## config.mk

```make
export PLATFORM = sky130hd
export DESIGN_NAME = codec_ctl_decoder
export DESIGN_NICKNAME = d
export VERILOG_FILES = /design/src/rtl/codec_ctl_pkg.sv /design/src/rtl/codec_shift_rx.sv /design/src/rtl/codec_sec_timer.sv /design/src/rtl/codec_reg_bank.sv /design/src/rtl/codec_ctl_decoder.sv
export SDC_FILE = /design/constraint.sdc
export NUM_CORES = 1
export LEC_CHECK = 0
export BUFFER_PORTS_ARGS = -buffer_cell sky130_fd_sc_hd__buf_2
export CAP_MARGIN = 10
export CORE_ASPECT_RATIO = 0.6
export CORE_MARGIN = 2
export CORE_UTILIZATION = 54
export CTS_CLUSTER_SIZE = 16
export DETAILED_ROUTE_END_ITERATION = 6
export PLACE_DENSITY = 0.78
export SLEW_MARGIN = 20
export SYNTH_ARGS = -nofsm -noshare
export SYNTH_HDL_FRONTEND = slang
export SYNTH_SLANG_ARGS = --single-unit
export TNS_END_PERCENT = 20
```

## constraint.sdc

```tcl
create_clock -name clk -period 4.8 [get_ports clk]
set_input_delay 0.72 -clock clk [delete_from_list [all_inputs] [get_ports clk]]
set_output_delay 0.72 -clock clk [all_outputs]
set_load 0.02 [all_outputs]
```

## src/rtl/codec_ctl_pkg.sv

```systemverilog
package codec_ctl_pkg;
  localparam int WORD_W   = 16;
  localparam int CODE_W   = 2;
  localparam int SAMPLE_W = WORD_W - CODE_W;
  localparam int FILT_W   = 5;
  localparam int RATE_W   = 6;

  // low-bit codes; primary: REQ asks for a secondary word
  typedef enum logic [CODE_W-1:0] {
    CODE_FILT = 2'b00,
    CODE_RATE = 2'b01,
    CODE_NOP  = 2'b10,
    CODE_CTRL = 2'b11
  } code_e;

  localparam logic [CODE_W-1:0] CODE_REQ = 2'b11;

  // field positions that the register decode depends on
  localparam int FILT_RX_LO = 2;
  localparam int FILT_TX_LO = 9;
  localparam int RATE_RX_LO = 2;
  localparam int RATE_TX_LO = 9;
endpackage

```

## src/rtl/codec_shift_rx.sv

```systemverilog
module codec_shift_rx
  import codec_ctl_pkg::*;
(
  input  logic              clk,
  input  logic              rst,
  input  logic              frm_in,
  input  logic              sdi,
  input  logic              enable,
  output logic              done,
  output logic [WORD_W-1:0] word
);
  localparam int CNT_W = $clog2(WORD_W);
  localparam logic [CNT_W-1:0] LAST = CNT_W'(WORD_W - 1);

  logic [WORD_W-2:0] sh_q;
  logic [CNT_W-1:0]  cnt_q;
  logic              take;

  assign take = frm_in && enable;
  assign done = take && (cnt_q == LAST);
  assign word = {sh_q, sdi};

  always_ff @(posedge clk) begin
    if (rst) begin
      sh_q  <= '0;
      cnt_q <= '0;
    end else if (take) begin
      sh_q  <= {sh_q[WORD_W-3:0], sdi};
      cnt_q <= (cnt_q == LAST) ? '0 : cnt_q + 1'b1;
    end
  end
endmodule

```

## src/rtl/codec_sec_timer.sv

```systemverilog
module codec_sec_timer
  import codec_ctl_pkg::*;
#(
  parameter int SEC_DELAY = 4
) (
  input  logic              clk,
  input  logic              rst,
  input  logic              done,
  input  logic [CODE_W-1:0] code,
  output logic              pending,
  output logic              sec_mode,
  output logic              fs_sec
);
  localparam int DW = $clog2(SEC_DELAY + 1);
  localparam logic [DW-1:0] LOAD = DW'(SEC_DELAY - 1);

  logic [DW-1:0] cnt_q;

  always_ff @(posedge clk) begin
    if (rst) begin
      cnt_q    <= '0;
      pending  <= 1'b0;
      sec_mode <= 1'b0;
      fs_sec   <= 1'b0;
    end else begin
      fs_sec <= 1'b0;
      if (done) begin
        if (sec_mode) begin
          sec_mode <= 1'b0;
        end else if (code == CODE_REQ) begin
          pending <= 1'b1;
          cnt_q   <= LOAD;
        end
      end else if (pending) begin
        if (cnt_q == '0) begin
          pending  <= 1'b0;
          fs_sec   <= 1'b1;
          sec_mode <= 1'b1;
        end else begin
          cnt_q <= cnt_q - 1'b1;
        end
      end
    end
  end

  assert_fs_single_R3: assert property (@(posedge clk) disable iff (rst)
    fs_sec |=> !fs_sec);
endmodule

```

## src/rtl/codec_reg_bank.sv

```systemverilog
module codec_reg_bank
  import codec_ctl_pkg::*;
(
  input  logic                clk,
  input  logic                rst,
  input  logic                done,
  input  logic                sec_mode,
  input  logic [WORD_W-1:0]   word,
  output logic [SAMPLE_W-1:0] conv_data,
  output logic                conv_valid,
  output logic [FILT_W-1:0]   filt_tx,
  output logic [FILT_W-1:0]   filt_rx,
  output logic [RATE_W-1:0]   rate_tx,
  output logic [RATE_W-1:0]   rate_rx,
  output logic [SAMPLE_W-1:0] ctrl_word
);
  code_e code;
  assign code = code_e'(word[CODE_W-1:0]);

  always_ff @(posedge clk) begin
    if (rst) begin
      conv_data  <= '0;
      conv_valid <= 1'b0;
      filt_tx    <= '0;
      filt_rx    <= '0;
      rate_tx    <= '0;
      rate_rx    <= '0;
      ctrl_word  <= '0;
    end else begin
      conv_valid <= 1'b0;
      if (done && !sec_mode) begin
        conv_data  <= word[WORD_W-1:CODE_W];
        conv_valid <= 1'b1;
      end else if (done) begin
        case (code)
          CODE_FILT: begin
            filt_rx <= word[FILT_RX_LO +: FILT_W];
            filt_tx <= word[FILT_TX_LO +: FILT_W];
          end
          CODE_RATE: begin
            rate_rx <= word[RATE_RX_LO +: RATE_W];
            rate_tx <= word[RATE_TX_LO +: RATE_W];
          end
          CODE_CTRL: ctrl_word <= word[WORD_W-1:CODE_W];
          default: ;
        endcase
      end
    end
  end

  assert_strobe_single_R2: assert property (@(posedge clk) disable iff (rst)
    conv_valid |=> !conv_valid);

  assert_nop_keeps_R8: assert property (@(posedge clk) disable iff (rst)
    (done && sec_mode && word[1:0] == 2'b10) |=>
      $stable({filt_tx, filt_rx, rate_tx, rate_rx, ctrl_word}));
endmodule

```

## src/rtl/codec_ctl_decoder.sv

```systemverilog
module codec_ctl_decoder
  import codec_ctl_pkg::*;
#(
  parameter int SEC_DELAY = 4
) (
  input  logic                clk,
  input  logic                rst,
  input  logic                frm_in,
  input  logic                sdi,
  output logic                fs_sec,
  output logic [SAMPLE_W-1:0] conv_data,
  output logic                conv_valid,
  output logic [FILT_W-1:0]   filt_tx,
  output logic [FILT_W-1:0]   filt_rx,
  output logic [RATE_W-1:0]   rate_tx,
  output logic [RATE_W-1:0]   rate_rx,
  output logic [SAMPLE_W-1:0] ctrl_word,
  output logic                bpf_on,
  output logic                aux_sel
);
  logic              done;
  logic [WORD_W-1:0] word;
  logic              pending;
  logic              sec_mode;

  codec_shift_rx u_shift (
    .clk(clk), .rst(rst), .frm_in(frm_in), .sdi(sdi),
    .enable(!pending), .done(done), .word(word)
  );

  codec_sec_timer #(.SEC_DELAY(SEC_DELAY)) u_timer (
    .clk(clk), .rst(rst), .done(done), .code(word[CODE_W-1:0]),
    .pending(pending), .sec_mode(sec_mode), .fs_sec(fs_sec)
  );

  codec_reg_bank u_regs (
    .clk(clk), .rst(rst), .done(done), .sec_mode(sec_mode), .word(word),
    .conv_data(conv_data), .conv_valid(conv_valid),
    .filt_tx(filt_tx), .filt_rx(filt_rx),
    .rate_tx(rate_tx), .rate_rx(rate_rx), .ctrl_word(ctrl_word)
  );

  assign bpf_on  = ctrl_word[0];
  assign aux_sel = ctrl_word[2];

  assert_wait_discards_R9: assert property (@(posedge clk) disable iff (rst)
    pending |-> !done);

  assert_sec_no_strobe_R11: assert property (@(posedge clk) disable iff (rst)
    (done && sec_mode) |=> !conv_valid);

  assert_reset_clear_R10: assert property (@(posedge clk)
    rst |=> (!fs_sec && !conv_valid && ctrl_word == '0 && filt_tx == '0
             && rate_tx == '0));
endmodule

```

==> impl_results.md, run 1 <==
- Outcome: finished clean
- Most common cell in the netlist: dfxtp_1
- Final nets: 363
- Core box area: 5540 sq um
- Worst-path maximum fanout: 14
- Worst VDD drop: 0.221 mV
- Starting Density: 0.556
- Gr usage total: 0.215
- DRC viols: 0
- Proportion of synthesized area in mux cells: 0.162
- Placed insts: 425
- Final hold violations: 0
- Pre-antenna DRT Iters: 4
- Share of Yosys cell area claimed by the top area cell type: 0.493
- Syn. warnings: 0
- Root Driver: clkbuf_8
- Commonest cells post-synth: 76 x dfxtp_1, 66 x nand2b_1, 50 x mux2i_1, 38 x nand2_1, 22 x a21oi_1
- Placed cell area: 3360 sq um
- Worst setup SP type: register
- DRT iter0 DRCs: 80
- Drt via density: 5.05
- HP Class: register to register
- Finished Core Util: 0.646
- Most used DFF post-synth: dfxtp_1
- Reg clk slew, reported paths: 0.08 ns
- Pleak: 1.62 nW
- Rel. slew slack: 0.259
- GRT Residual Overflow: 0
- Cell area after layout: 3580 sq um
- Launch point of the worst reg-to-reg path: u_shift.cnt_q[0]$_SDFFE_PP0N_
- Post-CTS setup buffer count: 0
- Global-route wire length before repair: 10400 um
- R2R Path End: u_regs.ctrl_word[1]$_SDFFE_PP0P_
- Mapped cell area: 3080 sq um
- Chip Width: 102 um
- Synth cell types: 30
- Least-Margin Pin Slew: 1.11 ns
- Arr. time, crit path: 2.22 ns
- Rows: 21
- Max Clock Freq: 495 MHz
- Largest net degree at the start of global routing: 59
- CTS Buffer Depth: 2
- Sequential area share after synthesis: 0.493
- CP Capture Type: register
- Seq cells post-synth: 76
- Post-Synth Adder-Cell Area: 0.0122
- Max Slew Vio Count: 0
- Final WL: 6290 um
- DR vias: 2227
- Total of max-cap violations: 0
- Hold_buf cts: 0
- Layout cells sized above 1: 0.216
- HPWL after DPL: 4410 um
- RSZ-0062 raised after global routing: false
- Initial antenna violation count: 0
- Chip height: 62.5 um
- Ports: 58
- Main combinational cell family by area after synthesis: simple AND/OR/NAND/NOR gates
- TritonCTS clock tree: done
- Worst-Skew Late Latency: 0.35 ns
- Synth Instances: 310
- Post-Synth Simple-Gate Area: 0.240
- Top post-synthesis cells by area: dfxtp_1 49%, mux2i_1 16%, nand2b_1 13%
- Clock Sinks: 76
- Worst Setup SP: u_shift.cnt_q[0]$_SDFFE_PP0N_
- Post_cts resized: 0
- Fin Clk Skew: 0.00667 ns
- Final ANT Viol Nets: 0
- FFs w/ async S/R, synth: 0
- Port Buf Inserts: 57
- Synth Area in XOR/XNOR: 0.00284
- EDFF count, synth: 0
- Vias in the first global route: 2117
- R2R depth: 4
- Kind of critical path: register to register
- Minimum clock period: 2.02 ns
- R2R setup slack: 2.78 ns
- Final non-filler cell total: 441
- Final setup fails: 0
- Filler instances: 458
- CTS buffer count: 9
- # diodes: 0
- Top cell type by total area after synthesis: dfxtp_1
- Pwr dens: 336 nW/um^2
- Area growth syn-to-layout: 16.1%
- Fin Setup TNS: 0 ns
- WP data required: 5.00 ns
- Htree depth: 3
- Syn_nets: 317
- Mean Syn Cell Area: 9.95 sq um
- Setup crit end: u_regs.ctrl_word[1]$_SDFFE_PP0P_
- Die footprint: 6350 sq um
- Compound-Gate Fraction of Synth Area: 0.0475
- Wire length per cell: 14.3 um
- Final period util: 0.421
- Gpl congestion: 0.759
## area by class of cell
class                      count  area (sq um)  share of cell area
sequential                    76          1520               0.425
multi-input combinational    208          1430               0.400
timing repair buffer          58           293              0.0818
clock buffer                   9           124              0.0346
tap                           80           100              0.0280
clock inverter                 7          98.8              0.0276
inverter                       3          11.3             0.00314
## metal layers
metal	wire length (um)	track usage
met5	0	0
met1	3220	0.305
met2	2650	0.308
met3	359	0.0649
met4	59	0.0760
## cells by family (layout without fill, tap and decap cells)
| logic type | after synthesis | count (layout) |
|---|---|---|
| AND/OR/NAND/NOR | 127 | 127 |
| flip-flops | 76 | 76 |
| multiplexers | 50 | 50 |
| AO/OA/AOI/OAI | 27 | 27 |
| buffers and inverters | 26 | 77 |
| adder cells (fa/ha/maj) | 3 | 3 |
| XOR/XNOR | 1 | 1 |
## cell usage in the layout, fill, tap and decap left out, types with 2 or more instances in the layout
master / synthesis / layout
nor2_1: 5 / 5
nor2b_1: 2 / 2
clkbuf_8: 0 / 9
or3_1: 4 / 4
dfxtp_1: 76 / 76
mux2i_1: 50 / 50
clkinv_4: 0 / 2
nand3b_1: 2 / 2
o21ai_0: 2 / 2
nand2_1: 38 / 38
inv_1: 3 / 3
bufinv_16: 0 / 2
a21oi_1: 22 / 22
nand2b_1: 66 / 66
ha_1: 3 / 3
buf_2: 2 / 57
## flip-flops by register name, summed over array words and instances (netlist names)
name,cells
u_shift.sh_q,15
u_regs.conv_data,14
u_regs.ctrl_word,14
u_regs.rate_rx,6
u_regs.rate_tx,6
u_regs.filt_rx,5
u_regs.filt_tx,5
u_shift.cnt_q,4
u_timer.cnt_q,3
u_regs.conv_valid,1
u_timer.fs_sec,1
u_timer.pending,1
u_timer.sec_mode,1
## per-stage QoR
step                      total power [mW]  setup WS, ns  hold slack (ns)
final                                 1.20          2.78            0.461
after global routing                  1.24          2.65            0.492
after CTS                             1.21          2.78            0.461
after detailed placement             0.680          2.59            0.450
after global placement               0.679          2.64            0.446
after floorplan                      0.674          3.03            0.437
## worst min path at each step
| stage | from | endpoint | slack (ns) | depth (start not counted) |
|---|---|---|---|---|
| floorplan | u_shift.sh_q[14]$_SDFFE_PP0N_ | u_shift.sh_q[14]$_SDFFE_PP0N_ | 0.44 | 2 |
| global placement | u_shift.sh_q[14]$_SDFFE_PP0N_ | u_shift.sh_q[14]$_SDFFE_PP0N_ | 0.45 | 2 |
| detailed placement | u_shift.sh_q[14]$_SDFFE_PP0N_ | u_shift.sh_q[14]$_SDFFE_PP0N_ | 0.45 | 2 |
| CTS | u_shift.sh_q[14]$_SDFFE_PP0N_ | u_shift.sh_q[14]$_SDFFE_PP0N_ | 0.46 | 2 |
| global route | u_shift.sh_q[9]$_SDFFE_PP0N_ | u_shift.sh_q[10]$_SDFFE_PP0N_ | 0.49 | 2 |
| finish | u_shift.sh_q[14]$_SDFFE_PP0N_ | u_shift.sh_q[14]$_SDFFE_PP0N_ | 0.46 | 2 |
## worst max-delay path, stage by stage (launching register included)
cell     delay, ns
dfxtp_1       0.40
ha_1          0.28
nand4_4       0.19
or3_1         0.77
mux2i_1       0.23
## power by group
| group | internal (mW) | switching (mW) | total, mW |
|---|---|---|---|
| registers | 0.632 | 0.00315 | 0.635 |
| logic | 0.0122 | 0.0175 | 0.0297 |
| clock network | 0.295 | 0.242 | 0.537 |
| total | 0.939 | 0.262 | 1.20 |
Note: power is estimated with default switching activity, not from simulation.
==> run 2, diff against run 1 <==
Settings changed: ABC_AREA set to 1.
Clock period 4.8 ns to 2.1 ns, I/O delays scaled along.
==> run 2 against run 1 <==
Effect of this change: combinational power rose to 3.2 times the previous value; critical path depth up 2; routed wire length up 11%; setup slack worse by 2.4 ns; non-clock buffer count up 10; clock skew up 0.0051 ns; critical endpoint is now u_regs.ctrl_word[2]$_SDFFE_PP0P_; largest power group unchanged.
==> impl_results.md, run 2 <==
- Filler instances: 446 (-2.6%)
- WP data required: 2.30 ns (-2.70 ns)
- Final WS setup: 0.372 ns (-2.41 ns)
- Port Buf Inserts: 57 (unchanged)
- DR vias: 2620 (+18%)
- Chip height: 60.9 um (-2.7%)
- Biggest register: u_shift.sh_q
- Cell mode on critical path: nand3_2
- Syn_nets: 362 (+14%)
- Gr usage total: 0.247 (+0.0327)
- Root Driver: clkbuf_8
- Reg clk slew, reported paths: 0.07 ns (about the same)
- Worst setup SP type: register
- Largest net degree at the start of global routing: 54 (-8.5%)
- Synth Instances: 355 (+15%)
- Htree depth: 3 (unchanged)
- Hold Slack: 0.263 ns (-0.199 ns)
- Fin Clk Skew: 0.0118 ns (+0.00512 ns)
- Worst VDD drop: 0.432 mV (+96%)
- Mapped cell area: 2910 sq um (-5.6%)
- Pwr dens: 855 nW/um^2 (+150%)
- EDFF count, synth: 0 (unchanged)
- Clock Sinks: 76 (unchanged)
- Max Slew Vio Count: 0 (unchanged)
- Die footprint: 6010 sq um (-5.3%)
- Arr. time, crit path: 1.93 ns (-0.29 ns)
- Mean Syn Cell Area: 8.20 sq um (-18%)
- Sequential area share after synthesis: 0.523 (+0.0293)
- HPWL after DPL: 4740 um (+7.5%)
- Worst-Skew Late Latency: 0.35 ns (about the same)
- Area growth syn-to-layout: 19.0%
- Max Clock Freq: 579 MHz (+17%)
- Top cell type by total area after synthesis: dfxtp_1
- Initial antenna violation count: 0 (unchanged)
- DRC viols: 0 (unchanged)
- Minimum clock period: 1.73 ns (-0.294 ns)
- Most common cell in the netlist: dfxtp_1
- RSZ-0062 raised after global routing: false
- Most used DFF post-synth: dfxtp_1
- CTS buffer count: 9 (unchanged)
- Pre-antenna DRT Iters: 4 (unchanged)
- Final period util: 0.823 (+0.402)
- Worst-path maximum fanout: 20 (+6)
- Least-Margin Pin Slew: 0.576 ns (-0.534 ns)
- Total of max-cap violations: 0 (unchanged)
- Rel. slew slack: 0.616 (+0.357)
- Layout cells sized above 1: 0.222 (+0.00588)
- HP Class: input pin to register
- Pleak: 1.43 nW (-12%)
- Commonest non-fill, non-tap cell in the layout: dfxtp_1
- Final nets: 412 (+13%)
- Synth cell types: 19 (-37%)
- Final hold violations: 0 (unchanged)
- Critical Path Slowest Stage Cell: dfxtp_1
- Seq cells post-synth: 76 (unchanged)
- Biggest regs: u_shift.sh_q: 15 flops, u_regs.conv_data: 14 flops, u_regs.ctrl_word: 14 flops
- Slowest stage delay, CP: 0.38 ns (-0.39 ns)
- Post-CTS setup buffer count: 0 (unchanged)
- Final ANT Viol Nets: 0 (unchanged)
- Vias in the first global route: 2303 (+8.8%)
- Number of flip-flops in the largest register: 15 (unchanged)
- Outcome: finished clean
- TritonCTS clock tree: done
- Pre-CTS WS: 0.426 ns (-2.17 ns)
- Share of Yosys cell area claimed by the top area cell type: 0.523 (+0.0293)
- Kind of critical path: register to register
- CTS Buffer Depth: 2 (unchanged)
- Final WL: 7000 um (+11%)
- Core box area: 5130 sq um (-7.5%)
- DRT iter0 DRCs: 132 (+65%)
- Rows: 20 (-4.8%)
- Final setup fails: 0 (unchanged)
- Chip Width: 98.8 um (-2.7%)
- Wire length per cell: 14.7 um (+3.1%)
- Starting Density: 0.568 (+0.0113)
- CP Cell Sequence: ha_1 -> nand3_2 -> nor2_8 -> nand3_2 -> nand2_1 -> a21oi_1
- Commonest non-fill, non-tap cells in the layout: 76 x dfxtp_1, 71 x a21oi_1, 64 x nand2_1
- Ports: 58 (unchanged)
- Gpl congestion: 0.848 (+12%)
- Commonest cells post-synth: 76 x dfxtp_1, 71 x a21oi_1, 64 x nand2_1, 36 x nand4_1, 20 x inv_1
- Post_cts resized: 0 (unchanged)
- CP Capture Type: register
- # diodes: 0 (unchanged)
- Syn. warnings: 0 (unchanged)
- Fin Setup TNS: 0 ns (unchanged)
- Top post-synthesis cells by area: dfxtp_1 52%, a21oi_1 12%, nand2_1 8.3%
- Drt via density: 5.50 (+9.0%)
- Hold_buf cts: 0 (unchanged)
- Global-route wire length before repair: 11300 um (+8.3%)
- GRT Residual Overflow: 0 (unchanged)
- Total power: 2.96 mW (+150%)
- FFs w/ async S/R, synth: 0 (unchanged)
==> run 2: where the power goes <==
| group | switching (mW) | total (mW) | internal (mW) |
|---|---|---|---|
| sequential | 0.0398 | 1.50 | 1.46 |
| clock | 0.510 | 1.36 | 0.853 |
| combinational | 0.0683 | 0.0963 | 0.0280 |
| total | 0.618 | 2.96 | 2.34 |
==> run 2: layout make-up <==
cell class	instances	area, sq um	area share
clock inverters	4	95.1	0.0275
well taps	66	82.6	0.0238
flip-flops and latches	76	1520	0.439
repair buffers	68	368	0.106
clock buffers	12	155	0.0448
inverters	21	78.8	0.0228
multi-input cells	229	1160	0.336
==> run 2: metal layers <==
metal	wire length (um)	global-route usage	part of all wire
met2	2900	0.347	0.41
met5	0	0	0
met4	21	0.0705	0.0030
met1	3430	0.351	0.49
met3	649	0.104	0.093
==> run 2: kinds of logic (layout without fill, tap and decap cells) <==
family,count (synthesis),count (layout),share of synthesized area
flops,76,76,0.523
buf+inv,50,105,0.0782
simple gates,137,137,0.232
fa+ha+maj,3,3,0.0129
compound gates,89,89,0.154
==> run 2: worst paths after layout <==
check / cells past startpoint / startpoint / slack (ns) / to
max: 6 / u_shift.cnt_q[1]$_SDFFE_PP0N_ / 0.37 / u_regs.ctrl_word[2]$_SDFFE_PP0P_
min: 3 / sdi / 0.26 / u_shift.sh_q[0]$_SDFFE_PP0N_
max reg2reg: 6 / u_shift.cnt_q[1]$_SDFFE_PP0N_ / 0.37 / u_regs.ctrl_word[2]$_SDFFE_PP0P_
min reg2reg: 2 / u_regs.filt_rx[2]$_SDFFE_PP0P_ / 0.46 / u_regs.filt_rx[2]$_SDFFE_PP0P_
==> run 2: stage by stage <==
stage	instances	utilization	instance area, sq um
4_1_cts	476	0.675	3460
5_1_grt	476	0.675	3460
2_1_floorplan	355	-	2910
6_report	476	0.675	3460
3_3_place_gp	460	0.626	3210
3_5_place_dp	460	0.626	3210
==> run 2: worst max-delay path, delay by kind of cell (launching register included) <==
kind | cells | cell delay [ns]
simple gates | 4 | 0.92
flops | 1 | 0.38
fa+ha+maj | 1 | 0.22
compound gates | 1 | 0.07
